`src/rtl/fuse_seq_pkg.sv`:
```
package fuse_seq_pkg;

  localparam logic [15:0] UNLOCK_KEY  = 16'h3E77;
  localparam logic [31:0] POISON_WORD = 32'hBADA_BADA;

  localparam logic [31:0] OFS_CTRL   = 32'h000;
  localparam logic [31:0] OFS_SET    = 32'h004;
  localparam logic [31:0] OFS_CLR    = 32'h008;
  localparam logic [31:0] OFS_TIMING = 32'h010;
  localparam logic [31:0] OFS_DATA   = 32'h020;
  localparam logic [31:0] OFS_WIN    = 32'h400;

  localparam int BIT_BUSY   = 8;
  localparam int BIT_ERR    = 9;
  localparam int BIT_RELOAD = 10;

  typedef enum logic [1:0] {ENG_IDLE, ENG_PROG, ENG_RELOAD} eng_state_t;

  // offset falls on a shadow word of an n-word array
  function automatic logic win_hit(input logic [31:0] a, input int n);
    return (a >= OFS_WIN) && (a < OFS_WIN + 32'(n) * 32'd16) && (a[3:0] == 4'h0);
  endfunction

  function automatic int win_index(input logic [31:0] a);
    logic [31:0] d;
    d = a - OFS_WIN;
    return int'(d >> 4);
  endfunction

  function automatic logic [31:0] pack_ctrl(input logic key, input logic rel,
                                            input logic err, input logic busy,
                                            input logic [7:0] adr);
    return {(key ? UNLOCK_KEY : 16'h0), 5'b0, rel, err, busy, adr};
  endfunction

endpackage

```
`src/rtl/fuse_ctl_regs.sv`:
```
module fuse_ctl_regs
  import fuse_seq_pkg::*;
#(
  parameter logic [31:0] TIMING_RESET = 32'd4
) (
  input  logic        clk,
  input  logic        rst_n,
  input  logic        wr_ctrl,
  input  logic        wr_set,
  input  logic        wr_clr,
  input  logic        wr_tim,
  input  logic        wr_data,
  input  logic [31:0] wdata,
  input  logic        busy,
  input  logic        err_set,
  input  logic        err_clr,
  output logic [7:0]  addr_q,
  output logic        key_q,
  output logic        err_q,
  output logic [31:0] data_q,
  output logic [31:0] tim_q
);

  always_ff @(posedge clk) begin
    if (!rst_n) begin
      addr_q <= '0;
      key_q  <= 1'b0;
      err_q  <= 1'b0;
      data_q <= '0;
      tim_q  <= TIMING_RESET;
    end else begin
      if (wr_ctrl) begin
        addr_q <= wdata[7:0];
        key_q  <= (wdata[31:16] == UNLOCK_KEY);
      end
      if (wr_set) addr_q <= addr_q | wdata[7:0];
      if (wr_clr) addr_q <= addr_q & ~wdata[7:0];
      if (wr_tim) tim_q <= wdata;
      if (wr_data && !busy) begin
        data_q <= wdata;
        key_q  <= 1'b0;
      end
      if (err_set)      err_q <= 1'b1;
      else if (err_clr) err_q <= 1'b0;
    end
  end

  assert_err_sticky_R10: assert property (@(posedge clk) disable iff (!rst_n)
    ($past(err_q) && !$past(err_clr)) |-> err_q);

  assert_data_hold_R6: assert property (@(posedge clk) disable iff (!rst_n)
    $past(busy) |-> $stable(data_q));

endmodule

```
`src/rtl/fuse_op_engine.sv`:
```
module fuse_op_engine
  import fuse_seq_pkg::*;
#(
  parameter int N_WORDS = 16,
  parameter int IDX_W   = 4
) (
  input  logic             clk,
  input  logic             rst_n,
  input  logic             prog_go,
  input  logic             reload_go,
  input  logic [IDX_W-1:0] tgt_addr,
  input  logic [7:0]       prog_len,
  output logic             busy,
  output logic             reloading,
  output logic             commit,
  output logic             reload_step,
  output logic [IDX_W-1:0] lat_addr,
  output logic [IDX_W-1:0] reload_idx
);

  localparam logic [IDX_W-1:0] LAST_IDX = IDX_W'(N_WORDS - 1);

  eng_state_t st;
  logic [7:0] cnt;

  assign busy        = (st != ENG_IDLE);
  assign reloading   = (st == ENG_RELOAD);
  assign commit      = (st == ENG_PROG) && (cnt == 8'd0);
  assign reload_step = reloading;

  always_ff @(posedge clk) begin
    if (!rst_n) begin
      st         <= ENG_IDLE;
      cnt        <= '0;
      lat_addr   <= '0;
      reload_idx <= '0;
    end else begin
      unique case (st)
        ENG_IDLE: begin
          if (reload_go) begin
            st         <= ENG_RELOAD;
            reload_idx <= '0;
          end else if (prog_go) begin
            st       <= ENG_PROG;
            cnt      <= prog_len;
            lat_addr <= tgt_addr;
          end
        end
        ENG_PROG: begin
          if (cnt == 8'd0) st <= ENG_IDLE;
          else             cnt <= cnt - 8'd1;
        end
        ENG_RELOAD: begin
          if (reload_idx == LAST_IDX) st <= ENG_IDLE;
          else                        reload_idx <= reload_idx + 1'b1;
        end
        default: st <= ENG_IDLE;
      endcase
    end
  end

  assert_lat_hold_R4: assert property (@(posedge clk) disable iff (!rst_n)
    ((st == ENG_PROG) && $past(st == ENG_PROG)) |-> $stable(lat_addr));

  assert_reload_span_R7: assert property (@(posedge clk) disable iff (!rst_n)
    $fell(reloading) |-> ($past(reload_idx) == LAST_IDX));

endmodule

```
`src/rtl/fuse_store.sv`:
```
module fuse_store #(
  parameter int N_WORDS = 16,
  parameter int IDX_W   = 4
) (
  input  logic             clk,
  input  logic             rst_n,
  input  logic             commit,
  input  logic [IDX_W-1:0] lat_addr,
  input  logic [31:0]      prog_data,
  input  logic             reload_step,
  input  logic [IDX_W-1:0] reload_idx,
  input  logic             sh_we,
  input  logic [IDX_W-1:0] sh_widx,
  input  logic [31:0]      sh_wdata,
  input  logic [IDX_W-1:0] sh_ridx,
  output logic [31:0]      sh_rdata
);

  logic [31:0] fuse_q   [N_WORDS];
  logic [31:0] shadow_q [N_WORDS];

  always_ff @(posedge clk) begin
    if (!rst_n) begin
      for (int i = 0; i < N_WORDS; i++) begin
        fuse_q[i]   <= '0;
        shadow_q[i] <= '0;
      end
    end else begin
      for (int i = 0; i < N_WORDS; i++) begin
        if (commit && lat_addr == IDX_W'(i))
          fuse_q[i] <= fuse_q[i] | prog_data;
        if (reload_step && reload_idx == IDX_W'(i))
          shadow_q[i] <= fuse_q[i];
        else if (sh_we && sh_widx == IDX_W'(i))
          shadow_q[i] <= sh_wdata;
      end
    end
  end

  assign sh_rdata = shadow_q[sh_ridx];

endmodule

```
`src/rtl/fuse_seq_top.sv`:
```
module fuse_seq_top
  import fuse_seq_pkg::*;
#(
  parameter int                 N_WORDS      = 16,
  parameter int                 BUS_AW       = 12,
  parameter logic [N_WORDS-1:0] RD_LOCK_MASK = N_WORDS'(16'h0008),
  parameter logic [N_WORDS-1:0] WR_LOCK_MASK = N_WORDS'(16'h0024),
  parameter logic [31:0]        TIMING_RESET = 32'd4
) (
  input  logic              clk,
  input  logic              rst_n,
  input  logic              bus_wr,
  input  logic              bus_rd,
  input  logic [BUS_AW-1:0] bus_addr,
  input  logic [31:0]       bus_wdata,
  output logic [31:0]       bus_rdata
);

  localparam int IDX_W = (N_WORDS > 1) ? $clog2(N_WORDS) : 1;

  logic [31:0] addr32;
  logic wr_ctrl, wr_set, wr_clr, wr_tim, wr_data;
  logic win;
  logic [IDX_W-1:0] win_i;
  logic rd_locked, wr_locked;

  logic [7:0]  addr_q;
  logic        key_q, err_q;
  logic [31:0] data_q, tim_q, sh_rdata;

  logic busy, reloading, commit, reload_step;
  logic [IDX_W-1:0] lat_addr, reload_idx;

  // named events for the assertions
  logic prog_try, tgt_ok, prog_go, prog_bad, reload_go;
  logic poison_rd, sh_wr_bad, sh_wr_ok, err_set, err_clr;

  assign addr32  = 32'(bus_addr);
  assign wr_ctrl = bus_wr && (addr32 == OFS_CTRL);
  assign wr_set  = bus_wr && (addr32 == OFS_SET);
  assign wr_clr  = bus_wr && (addr32 == OFS_CLR);
  assign wr_tim  = bus_wr && (addr32 == OFS_TIMING);
  assign wr_data = bus_wr && (addr32 == OFS_DATA);

  assign win       = win_hit(addr32, N_WORDS);
  assign win_i     = IDX_W'(win_index(addr32));
  assign rd_locked = RD_LOCK_MASK[win_i];
  assign wr_locked = WR_LOCK_MASK[win_i];

  assign prog_try  = wr_data && key_q && !busy && !err_q;
  assign tgt_ok    = (int'(addr_q) < N_WORDS) && !WR_LOCK_MASK[addr_q[IDX_W-1:0]];
  assign prog_go   = prog_try && tgt_ok;
  assign prog_bad  = prog_try && !tgt_ok;
  assign reload_go = (wr_ctrl || wr_set) && bus_wdata[BIT_RELOAD] && !busy && !err_q;
  assign poison_rd = bus_rd && !bus_wr && win && !err_q && rd_locked;
  assign sh_wr_bad = bus_wr && win && !err_q && (reloading || wr_locked);
  assign sh_wr_ok  = bus_wr && win && !err_q && !reloading && !wr_locked;
  assign err_set   = prog_bad || poison_rd || sh_wr_bad;
  assign err_clr   = wr_clr && bus_wdata[BIT_ERR];

  fuse_ctl_regs #(.TIMING_RESET(TIMING_RESET)) u_regs (
    .clk(clk), .rst_n(rst_n),
    .wr_ctrl(wr_ctrl), .wr_set(wr_set), .wr_clr(wr_clr), .wr_tim(wr_tim),
    .wr_data(wr_data), .wdata(bus_wdata), .busy(busy),
    .err_set(err_set), .err_clr(err_clr),
    .addr_q(addr_q), .key_q(key_q), .err_q(err_q), .data_q(data_q), .tim_q(tim_q)
  );

  fuse_op_engine #(.N_WORDS(N_WORDS), .IDX_W(IDX_W)) u_engine (
    .clk(clk), .rst_n(rst_n),
    .prog_go(prog_go), .reload_go(reload_go),
    .tgt_addr(addr_q[IDX_W-1:0]), .prog_len(tim_q[7:0]),
    .busy(busy), .reloading(reloading), .commit(commit), .reload_step(reload_step),
    .lat_addr(lat_addr), .reload_idx(reload_idx)
  );

  fuse_store #(.N_WORDS(N_WORDS), .IDX_W(IDX_W)) u_store (
    .clk(clk), .rst_n(rst_n),
    .commit(commit), .lat_addr(lat_addr), .prog_data(data_q),
    .reload_step(reload_step), .reload_idx(reload_idx),
    .sh_we(sh_wr_ok), .sh_widx(win_i), .sh_wdata(bus_wdata),
    .sh_ridx(win_i), .sh_rdata(sh_rdata)
  );

  always_comb begin
    bus_rdata = '0;
    if (addr32 == OFS_CTRL || addr32 == OFS_SET || addr32 == OFS_CLR)
      bus_rdata = pack_ctrl(key_q, reloading, err_q, busy, addr_q);
    else if (addr32 == OFS_TIMING)
      bus_rdata = tim_q;
    else if (addr32 == OFS_DATA)
      bus_rdata = data_q;
    else if (win)
      bus_rdata = (err_q || rd_locked) ? POISON_WORD : sh_rdata;
  end

  assert_no_start_in_error_R10: assert property (@(posedge clk) disable iff (!rst_n)
    $rose(busy) |-> !$past(err_q));

  assert_key_spent_R3: assert property (@(posedge clk) disable iff (!rst_n)
    ($rose(busy) && !reloading) |-> !key_q);

  assert_locked_no_busy_R5: assert property (@(posedge clk) disable iff (!rst_n)
    prog_bad |=> (!busy && err_q));

  assert_busy_rejects_R11: assert property (@(posedge clk) disable iff (!rst_n)
    (busy && !reloading && !commit) |=> !reloading);

endmodule

```
`config.mk`:
```
export PLATFORM = sky130hd
export DESIGN_NAME = fuse_seq_top
export DESIGN_NICKNAME = d
export VERILOG_FILES = /design/src/rtl/fuse_seq_pkg.sv /design/src/rtl/fuse_ctl_regs.sv /design/src/rtl/fuse_op_engine.sv /design/src/rtl/fuse_store.sv /design/src/rtl/fuse_seq_top.sv
export SDC_FILE = /design/constraint.sdc
export NUM_CORES = 2
export LEC_CHECK = 0
export ABC_AREA = 1
export ABC_CLOCK_PERIOD_IN_PS = 6620
export CAP_MARGIN = 5
export CORE_MARGIN = 10
export CORE_UTILIZATION = 40
export DETAILED_ROUTE_END_ITERATION = 10
export PLACE_DENSITY_LB_ADDON = 0.15
export SLEW_MARGIN = 40
export SYNTH_ARGS = -nofsm -noshare
export SYNTH_HDL_FRONTEND = slang
export SYNTH_SLANG_ARGS = --single-unit
```
`constraint.sdc`:
```
create_clock -name clk -period 6.62 [get_ports clk]
set_input_delay 1.324 -clock clk [delete_from_list [all_inputs] [get_ports clk]]
set_output_delay 1.324 -clock clk [all_outputs]
set_load 0.005 [all_outputs]
```
==> run metrics <==
status=finished, final reports clean; Synth Instances=4909; Final Power=15.8 mW; DP Area=53400 um2; Initial Utilization=0.404; CTS resizes=0; Slew Viols, Final=0; RSZ-0062 raised after global routing=false; syn_nets=4962; multi-input logic area=14400 um2; actual slew at the worst max-slew pin=0.967 ns; Ports=80; Worst-Skew Late Latency=0.75 ns; Hold WS=0.452 ns; routed vias/inst=5.92; sequential area share after synthesis=0.650; Yosys cell types=36; Num Clock Sinks=1117; Clock transition at path regs=0.06 ns; crit path launch type=input pin; routed len/inst=28.7 um; htree depth=3; root buf cell=clkbuf_16; Worst EP required=5.30 ns; VDD IR max=0.242 mV; Tmin final=6.25 ns; PortBufs=79; Max Freq=0.160 GHz; CP Class=input pin to primary output; Vias=39.2k; initial antenna violation count=5; MaxCap Viol Count=0; Initial DRC Count=5151; Post-CTS Hold Fix Bufs=0; Slew headroom=0.355; core area=124000 um2; Hold Crit Class=flop to flop; global route total overflow=0; global-route wire length before repair=270 mm; skew final=0.0427 ns; Die Height=374 um; Placed Cells=6396; routability cong.=0.922; Final period util=0.944; CP Data Arrival Time=4.93 ns; setup_tns=0 ns; area growth from synthesis to layout=14.4%; Ys Warns=0; Hold Fails Final Rpt=0; filler instances=11.6k; Die W=374 um; final std cells w/o fill=6625; worst-path fanout max=36; HPWL after DPL=115 mm; routed wire length=190 mm; Pwr Density=276 nW/um2; CTS Buf Count=120; setup violators final=0; Site Rows=129; clock buffer depth=3; Nets=4936; fraction of layout cells with a size suffix above 1=0.0856; GRT Resource Usage Total=0.262; Synth Register Bits=1117; drc violations=0; Post-CTS Setup Inserts=0; post-route ant nets=0; Post-Syn Area=50200 um2; largest net degree at the start of global routing=178; cell area after layout=57400 um2; Avg Cell Area, Syn=10.2 um2; Leakage=22.1 nW; crit end category=primary output; vias in the first global route=37.0k; CTS tree=yes; register area=32600 um2; Initial DRT Pass Iterations=5; die area=140000 um2
[per-stage QoR]
step | setup slack (ns) | util
2_1_floorplan | 1.36 | -
6_report | 0.369 | 0.462
5_1_grt | 0.326 | 0.462
4_1_cts | 0.394 | 0.462
3_3_place_gp | 0.411 | 0.429
3_5_place_dp | 0.419 | 0.430
[worst paths after layout]
kind,from,to,slack (ns),cells past startpoint
max,bus_addr[5],bus_rdata[14],0.37,11
min,u_regs.tim_q[13],u_regs.tim_q[13],0.45,2
max reg2reg,u_engine.st[1],u_store.shadow_q[4][16],2.76,10
min reg2reg,u_regs.tim_q[13],u_regs.tim_q[13],0.45,2
[report_power, final]
group	leakage, nW	internal [mW]	switching, mW
registers	11.0	8.01	0.103
clock network	1.92	3.85	2.90
logic	9.17	0.219	0.759
[logic make-up (layout without fill, tap and decap cells)]
group                      after synthesis  in the layout  synth area share
buffers and inverters                  967           1045            0.0729
xor gates and xnor gates                 1              1          0.000175
DFF                                   1117           1117             0.650
adders and majority gates                5              5           0.00125
AOI/OAI and AO/OA                     1414           1414             0.158
and+or+nand+nor                       1405           1405             0.118
other                                    0              1                 0
[synth_stat cells, drive strengths merged]
| library cell | n | share of area |
|---|---|---|
| or2 | 3 | 0.00037 |
| o21bai | 9 | 0.0013 |
| edfxtp | 1024 | 0.61 |
| inv | 596 | 0.045 |
| nand3 | 331 | 0.034 |
| buf | 42 | 0.0037 |
| nor4 | 8 | 0.0017 |
| a22oi | 244 | 0.037 |
| nor3b | 1 | 0.00015 |
| nor3 | 16 | 0.0016 |
| dfxtp | 93 | 0.037 |
| o22ai | 160 | 0.020 |
| o31ai | 1 | 0.00015 |
| clkbuf | 326 | 0.024 |
| nor2 | 359 | 0.027 |
| a21oi | 425 | 0.042 |
| a31oi | 3 | 0.00037 |
| xor2 | 1 | 0.00017 |
| nand4 | 23 | 0.0035 |
| o21ai | 567 | 0.057 |
| nand2 | 664 | 0.050 |
| ha | 5 | 0.0012 |
| clkinv | 3 | 0.00022 |
| o2111ai | 4 | 0.00070 |
| o211ai | 1 | 0.00015 |
[per-layer routing]
| layer | vias up | wire, um | track usage |
|---|---|---|---|
| met3 | 373 | 19300 | 0.0592 |
| li1 | 17200 | - | - |
| met2 | 2091 | 84900 | 0.407 |
| met1 | 19500 | 77900 | 0.355 |
| met4 | 2 | 8190 | 0.0995 |
| met5 | - | 11 | 0 |
[registers in the layout, summed over array words and instances, names as in the netlist, named ones only]
signal,flops
u_regs.tim_q,32
u_engine.lat_addr,4
u_engine.st,2
u_store.shadow_q,512
u_regs.data_q,32
u_engine.reload_idx,4
u_store.fuse_q,512
u_regs.addr_q,8
u_regs.key_q,1
u_engine.cnt,8
u_regs.err_q,1
[cells in the final DEF, fill, tap and decap left out, types with 9 or more instances in the layout]
cell type,synthesis,layout
edfxtp_1,1024,1024
clkinv_1,3,24
clkbuf_8,0,23
nand2_1,664,653
nand3_2,0,13
o21ai_4,0,21
clkinv_2,0,16
dfxtp_1,93,93
a21oi_1,425,425
nor3_1,16,15
o21ai_0,559,538
inv_1,590,558
o21bai_1,9,9
nand3_1,329,312
clkbuf_1,326,32
clkdlybuf4s50_1,0,78
a22oi_1,244,244
inv_2,6,33
clkbuf_16,0,121
nor2_1,357,350
buf_4,1,115
o22ai_1,160,160
buf_12,0,18
nand4_1,18,18
[worst max-delay path, stage by stage]
cell	delay [ns]
clkdlybuf4s50_1	0.64
nand2_1	0.35
inv_6	0.50
buf_4	0.39
a22oi_1	0.14
a21oi_1	0.31
or2_2	0.17
o21ai_0	0.12
a21oi_1	0.23
buf_4	0.19
clkdlybuf4s50_1	0.51
[area by class of cell]
| type | instances | share of cell area |
|---|---|---|
| Sequential cell | 1117 | 0.568 |
| Multi-Input combinational cell | 2825 | 0.251 |
| Clock buffer | 176 | 0.0604 |
| Inverter | 599 | 0.0394 |
| Timing Repair Buffer | 220 | 0.0373 |
| Tap cell | 1637 | 0.0357 |
| Clock inverter | 50 | 0.00783 |
| Antenna cell | 1 | 0.0000436 |
(Power assumes the default switching activity.)
